### src/rtl/copro_null_pkg.sv
package copro_null_pkg;
  typedef struct packed {
    logic ca;
    logic pc;
    logic ia;
    logic pf;
    logic tf;
  } resp_t;

  typedef enum logic [1:0] {
    ACT_NEXT  = 2'd0,
    ACT_EXC   = 2'd1,
    ACT_COND  = 2'd2,
    ACT_ABORT = 2'd3
  } act_e;

  typedef enum logic [1:0] {
    K_FINISH,
    K_REREAD,
    K_SVC_REREAD
  } kind_e;

  typedef enum logic [2:0] {
    S_IDLE,
    S_READ,
    S_ADDR,
    S_EVAL,
    S_SVC
  } state_e;
endpackage

### src/rtl/copro_null_decode.sv
module copro_null_decode
  import copro_null_pkg::*;
(
  input  resp_t word_i,
  input  logic  cond_i,
  input  logic  trace_i,
  input  logic  irq_i,
  output kind_e kind_o,
  output act_e  act_o
);
  logic svc;
  assign svc = word_i.ia & irq_i;

  always_comb begin
    kind_o = K_FINISH;
    act_o  = ACT_NEXT;
    if (word_i.ca) begin
      kind_o = svc ? K_SVC_REREAD : K_REREAD;
    end else if (cond_i) begin
      act_o = ACT_COND;
    end else if (word_i.pf) begin
      act_o = (trace_i | irq_i) ? ACT_EXC : ACT_NEXT;
    end else if (trace_i) begin
      kind_o = svc ? K_SVC_REREAD : K_REREAD;
    end
  end
endmodule

### src/rtl/copro_null_wdog.sv
module copro_null_wdog #(
  parameter int unsigned MAX_REREADS = 1024
) (
  input  logic clk_i,
  input  logic rst_ni,
  input  logic clr_i,
  input  logic inc_i,
  output logic limit_o
);
  localparam int unsigned CW = $clog2(MAX_REREADS + 1);
  localparam logic [CW-1:0] LIMIT = CW'(MAX_REREADS);

  logic [CW-1:0] cnt_q;

  always_ff @(posedge clk_i or negedge rst_ni) begin
    if (!rst_ni)      cnt_q <= '0;
    else if (clr_i)   cnt_q <= '0;
    else if (inc_i)   cnt_q <= cnt_q + 1'b1;
  end

  assign limit_o = (cnt_q == LIMIT);
endmodule

### src/rtl/copro_null_seq.sv
module copro_null_seq
  import copro_null_pkg::*;
#(
  parameter int unsigned MAX_REREADS = 1024
) (
  input  logic       clk_i,
  input  logic       rst_ni,
  input  logic       start_i,
  input  logic       cond_i,
  input  logic       trace_pend_i,
  input  logic       irq_pend_i,
  output logic       resp_req_o,
  input  logic       resp_ack_i,
  input  logic [4:0] resp_data_i,
  output logic       addr_req_o,
  input  logic       addr_ack_i,
  output logic       irq_svc_o,
  input  logic       irq_done_i,
  output logic       done_o,
  output logic [1:0] act_o,
  output logic       cond_o,
  output logic       err_o
);
  state_e state_q;
  resp_t  word_q;
  logic   cond_q, done_q, cres_q, err_q;
  act_e   act_q;
  kind_e  dec_kind;
  act_e   dec_act;
  logic   wd_limit, wd_clr, wd_inc, is_eval, accept;

  copro_null_decode u_dec (
    .word_i  (word_q),
    .cond_i  (cond_q),
    .trace_i (trace_pend_i),
    .irq_i   (irq_pend_i),
    .kind_o  (dec_kind),
    .act_o   (dec_act)
  );

  assign is_eval = (state_q == S_EVAL);
  assign accept  = (state_q == S_IDLE) && start_i;
  assign wd_clr  = accept;
  assign wd_inc  = is_eval && (dec_kind != K_FINISH) && !wd_limit;

  copro_null_wdog #(.MAX_REREADS(MAX_REREADS)) u_wdog (
    .clk_i   (clk_i),
    .rst_ni  (rst_ni),
    .clr_i   (wd_clr),
    .inc_i   (wd_inc),
    .limit_o (wd_limit)
  );

  always_ff @(posedge clk_i or negedge rst_ni) begin
    if (!rst_ni) begin
      state_q <= S_IDLE;
      word_q  <= '0;
      cond_q  <= 1'b0;
      done_q  <= 1'b0;
      cres_q  <= 1'b0;
      err_q   <= 1'b0;
      act_q   <= ACT_NEXT;
    end else begin
      done_q <= 1'b0;
      unique case (state_q)
        S_IDLE: if (start_i) begin
          state_q <= S_READ;
          cond_q  <= cond_i;
          err_q   <= 1'b0;
        end
        S_READ: if (resp_ack_i) begin
          word_q  <= resp_t'(resp_data_i);
          state_q <= resp_data_i[3] ? S_ADDR : S_EVAL;
        end
        S_ADDR: if (addr_ack_i) begin
          // address sent: PC treated as cleared, remaining bits still pending
          word_q.pc <= 1'b0;
          state_q   <= S_EVAL;
        end
        S_EVAL: begin
          if (dec_kind == K_FINISH) begin
            done_q  <= 1'b1;
            act_q   <= dec_act;
            cres_q  <= (dec_act == ACT_COND) && word_q.tf;
            state_q <= S_IDLE;
          end else if (wd_limit) begin
            done_q  <= 1'b1;
            act_q   <= ACT_ABORT;
            cres_q  <= 1'b0;
            err_q   <= 1'b1;
            state_q <= S_IDLE;
          end else begin
            state_q <= (dec_kind == K_SVC_REREAD) ? S_SVC : S_READ;
          end
        end
        S_SVC: if (irq_done_i) state_q <= S_READ;
        default: state_q <= S_IDLE;
      endcase
    end
  end

  assign resp_req_o = (state_q == S_READ);
  assign addr_req_o = (state_q == S_ADDR);
  assign irq_svc_o  = (state_q == S_SVC);
  assign done_o     = done_q;
  assign act_o      = act_q;
  assign cond_o     = cres_q;
  assign err_o      = err_q;
endmodule

### config.mk
export PLATFORM = sky130hd
export DESIGN_NAME = copro_null_seq
export DESIGN_NICKNAME = d
export VERILOG_FILES = /design/src/rtl/copro_null_pkg.sv /design/src/rtl/copro_null_decode.sv /design/src/rtl/copro_null_wdog.sv /design/src/rtl/copro_null_seq.sv
export SDC_FILE = /design/constraint.sdc
export NUM_CORES = 1
export LEC_CHECK = 0
export BUFFER_PORTS_ARGS = -buffer_cell sky130_fd_sc_hd__buf_4
export CELL_PAD_IN_SITES_DETAIL_PLACEMENT = 1
export CELL_PAD_IN_SITES_GLOBAL_PLACEMENT = 1
export CORE_MARGIN = 5
export CORE_UTILIZATION = 45
export DETAILED_ROUTE_END_ITERATION = 7
export PLACE_DENSITY = 0.93
export SLEW_MARGIN = 0
export SYNTH_ARGS = -nofsm -noshare
export SYNTH_HDL_FRONTEND = slang
export SYNTH_SLANG_ARGS = --single-unit
### constraint.sdc
create_clock -name clk_i -period 5.2 [get_ports clk_i]
set_input_delay 0.26 -clock clk_i [delete_from_list [all_inputs] [get_ports clk_i]]
set_output_delay 0.26 -clock clk_i [all_outputs]
set_load 0.005 [all_outputs]
* Yosys cells after proc, flatten, opt, wreduce, memory -nomap -nowiden
Index checks and enable logic that the tools add are counted.
Widths: inputs -> output; s select.
** Word-level totals
- Input bits :: 14
- Register bits :: 24
- Logic and storage cells :: 74
** Cells by class
- Add/sub/neg operators :: 1
- Bitwise operators :: 2
- Mux-type cells :: 31
- Reduce and logical (&&, ||, !) cells :: 16
- Equality and inequality tests :: 13
** Operator list (count)
- $mux 11 :: 2
- $mux 3 :: 7
- $mux 2 :: 10
- $pmux 3 s5 :: 1
- $add 11x1->11 const B :: 1
- $eq 11x11->1 const B :: 1
- $mux 1 :: 10
- $reduce_and 4->1 :: 2
- $reduce_bool 2->1 :: 4
- $eq 3x2->1 const B :: 2
- $ne 2x1->1 const B :: 3
- $ne 2x2->1 const B :: 3
- $reduce_and 2->1 :: 3
- $eq 2x2->1 const B :: 2
- $logic_and 1x1->1 :: 4
- $eq 3x1->1 const B :: 1
- $eq 3x3->1 const B :: 1
- $logic_not 3->1 :: 1
- $logic_not 2->1 :: 1
- $pmux 1 s2 :: 1
- $and 1x1->1 :: 1
- $logic_not 1->1 :: 1
- $or 1x1->1 :: 1

* Longest topological paths before layout
- Depth after elaboration :: 11
- Mapped depth :: 6

* Cells and area by module
A second synthesis with hierarchy kept.
** Second synthesis, totals
- Cell total of the unflattened synthesis :: 128
- Area, all modules :: 1370.1 um2
** By module, submodules not included
- copro_null_seq :: area each 720.7 um2, times used 1, cells each 60
- copro_null_wdog :: area each 601.8 um2, times used 1, cells each 60
- copro_null_decode :: area each 47.5 um2, times used 1, cells each 8

* Worst setup path after synthesis
OpenSTA, ideal clock, no wires.
- Path type :: reg2reg
- Start :: register u_wdog.cnt_q[0]
- End :: register act_q[1], in the netlist act_o[1]
- Stages on the path, launching flop included :: 7
- Library setup time :: 0.128 ns
- Data arrival time :: 1.662 ns
- Clock period less this slack :: 1.790 ns
- Buffers on the path :: 0
- Setup slack :: 3.410 ns
- Path through :: dfrtp_1 -> inv_1 -> ha_1 -> nor4bb_1 -> nand3_1 -> a21oi_2 -> mux2_1
** Between the ends
- Longest elaborated chain between the ends :: 3
** Ends and longest elaborated chain
- from (decl) :: line copro_null_wdog.sv:13 : logic [CW-1:0] cnt_q;
- from (signal assigned) :: line copro_null_wdog.sv:18 : else if (inc_i) cnt_q <= cnt_q + 1'b1;
- $eq 11x11->1 :: line copro_null_wdog.sv:21 : assign limit_o = (cnt_q == LIMIT);
- $reduce_bool 2->1 (no line)
- $reduce_and 2->1 (no line)
- to (signal assigned) :: line copro_null_seq.sv:83 : act_q <= dec_act;
- to (decl) :: line copro_null_seq.sv:27 : act_e act_q;
Every way passes these cells.
A chain may end at the register's enable or synchronous reset.

* Final worst setup path
- Start :: register u_wdog.cnt_q[1]
- End :: register act_q[1], in the netlist act_o[1]
The elaborated chain is that of the path after synthesis.

==> run summary <==
GP Congestion -> 0.8227
all-layer global routing usage -> 17.33%
Tmin final -> 2.084 ns
Worst Path Arrival -> 2.31 ns
vias -> 1098
Clock Latency Late Sink -> 0.33 ns
fmax -> 0.4799 GHz
fraction of registers with async set/reset -> 100.0%
Synth area leaders -> dfrtp_1 (47%), mux2_2 (4.4%), nand2_1 (4.1%), nor2_1 (3.2%), a21oi_1 (3.1%)
post-cts resize count -> 0
Synth Area in Simple Gates -> 23.16%
largest family of logic cells by synthesized area -> simple AND/OR/NAND/NOR gates
DR WL/cell -> 18.05 µm
Post-Route WL -> 3286 µm
Distinct cells, synth -> 43
actual slew at the worst max-slew pin -> 0.8102 ns
antenna cells -> 0
Net Count, Synth -> 145
critical path type -> flop to flop
Yosys Warn Count -> 0
Synth Area in Compound Gates -> 15.12%
share of cells above drive strength 1 -> 24.50%
average size of a mapped cell -> 10.01 µm²
power per cell area -> 417.8 mW/mm²
fin crit share -> 40.07%
Inserted Clock Buffers -> 3
max_cap viols -> 0
Row Count -> 19
EDFF count, synth -> 0
Hold/Removal Path Class -> input port to flop
global-route wire length before repair -> 5471 µm
CP max FO -> 6
Starting Density -> 46.82%
post-synth top area share -> 46.51%
Setup crit start kind -> flop
Final ANT Viol Nets -> 0
status -> finished clean
TritonCTS Sinks -> 24
clock root buffer -> clkbuf_4
overall die height -> 63.57 µm
P&R area growth vs syn -> 16.86%
initial antenna violation count -> 0
most frequent cells in the layout -> dfrtp_1 (24), buf_4 (21), nand2_1 (14)
RSZ-0062 raised after global routing -> no
Final TNS setup -> 0 ns
Leakage -> 0.0006852 µW
synthesized area -> 0.001291 mm²
fin nets -> 168
final hold viol count -> 0
clock-pin slew on the worst setup and hold paths -> 0.14 ns
post-synthesis mux area share -> 7.558%
non-filler cells, final -> 182
Post-DP Area -> 0.001463 mm²
1st-pass router iterations -> 6
Syn Inst Count -> 129
Pins Over Slew Limit -> 0
core area -> 0.002758 mm²
clk_skew -> 0.005213 ns
leading area contributor after synthesis -> dfrtp_1
Design Area, Final -> 0.001509 mm²
placed cells -> 177
die width -> 63.57 µm
initial DRC count -> 32
Design Power -> 630.4 µW
adder-cell area share of the yosys netlist -> 1.938%
setup violators final -> 0
post-DR vias/cell -> 6.033
CTS tree -> built
Setup crit end kind -> flop
predominant post-synthesis flop cell -> dfrtp_1
Worst VDD drop -> 0.0003289 V
die area -> 0.004041 mm²
IO Count -> 22
gr ovfl total -> 0
vias in the first global route -> 1149
Critical Path RT -> 5.43 ns
htree depth -> 1
XOR/XNOR share of the synthesized area -> 2.035%
Buffers on Ports -> 21
largest net degree at the start of global routing -> 25
Post-route DRC -> 0
Slew headroom -> 45.85%
sequential share of the synthesized area -> 46.51%
Seq cells post-synth -> 24
hpwl dp -> 2472 µm
commonest non-fill, non-tap cell in the layout -> dfrtp_1
clk buf depth -> 2
## registers in the layout, summed over array words and instances (netlist names)
name          flops
done_o            1
act_o             2
err_o             1
cond_q            1
cond_o            1
state_q           3
u_wdog.cnt_q     11
word_q            4
## worst max-delay path, stage by stage, from the launching register on
cell      delay, ns
dfrtp_1        0.46
inv_1          0.10
ha_1           0.14
nor4bb_1       0.36
nand3_1        0.30
a21oi_2        0.29
mux2_1         0.34
## cell families (layout without fill, tap and decap cells)
group                    Yosys count  count (layout)
AO/OA/AOI/OAI                     29              29
XOR/XNOR                           3               3
adder cells (fa/ha/maj)            2               2
buffers and inverters             10              32
flip-flops                        24              24
multiplexers                       9               9
AND/OR/NAND/NOR                   52              52
## what timing repair did
action,CTS,global route
hold buffers,1,0
endpoints found under the hold margin,24,0
setup buffers,0,0
## area by class of cell
| type | instances | area, µm² |
|---|---|---|
| clock buffer | 4 | 36.28 |
| fill | 308 | 1249 |
| inverter | 6 | 22.52 |
| multi-input combinational | 95 | 643.1 |
| sequential | 24 | 600.6 |
| tap | 31 | 38.79 |
| timing repair buffer | 22 | 167.7 |
## cells in the mapped netlist (2+ instances only)
cell type,count
a21oi_1,8
and3_1,3
and4_1,2
buf_2,2
dfrtp_1,24
ha_1,2
inv_1,6
mux2_2,5
mux2i_1,3
nand2_1,14
nand2b_1,2
nand3_1,4
nand3b_1,3
nand4_1,2
nor2_1,11
o2111ai_1,2
o21ai_0,6
o22a_1,2
o32ai_1,2
xor2_1,3
## worst paths after layout
check	from	to	slack [ns]	depth (start not counted)
max reg2reg	u_wdog.cnt_q[1]	act_o[1]	3.12	6
min	irq_done_i	state_q[2]	0.11	2
max	u_wdog.cnt_q[1]	act_o[1]	3.12	6
min reg2reg	u_wdog.cnt_q[10]	u_wdog.cnt_q[10]	0.50	1
max in group asynchronous	rst_ni	state_q[1]	4.61	2
min in group asynchronous	rst_ni	cond_o	0.35	2
## layer usage
| layer | vias to the layer above | routed length (µm) | global-route usage (%) |
|---|---|---|---|
| met4 | 0 | 118 | 8.571 |
| met5 | - | 0 | 0 |
| li1 | 512 | - | - |
| met2 | 39 | 1663 | 29.44 |
| met1 | 536 | 1372 | 20.80 |
| met3 | 11 | 132 | 3.020 |
## report_power, final
part / internal (µW) / total (µW) / switching (µW)
Clock: 42.9 / 102 / 59.2
Combinational: 116 / 225 / 109
Sequential: 233 / 303 / 70.2
Total: 392 / 630 / 239
## stage by stage
stage	util, %	hold slack (ns)	worst slack [ns]
CTS	54.72	0.1094	3.145
floorplan	-	-0.03559	3.410
global route	54.72	0.09761	2.980
finish	54.72	0.1135	3.116
detailed placement	53.04	0.1789	3.152
global placement	53.04	0.1729	3.291
Power figures use the tool's default switching activity.
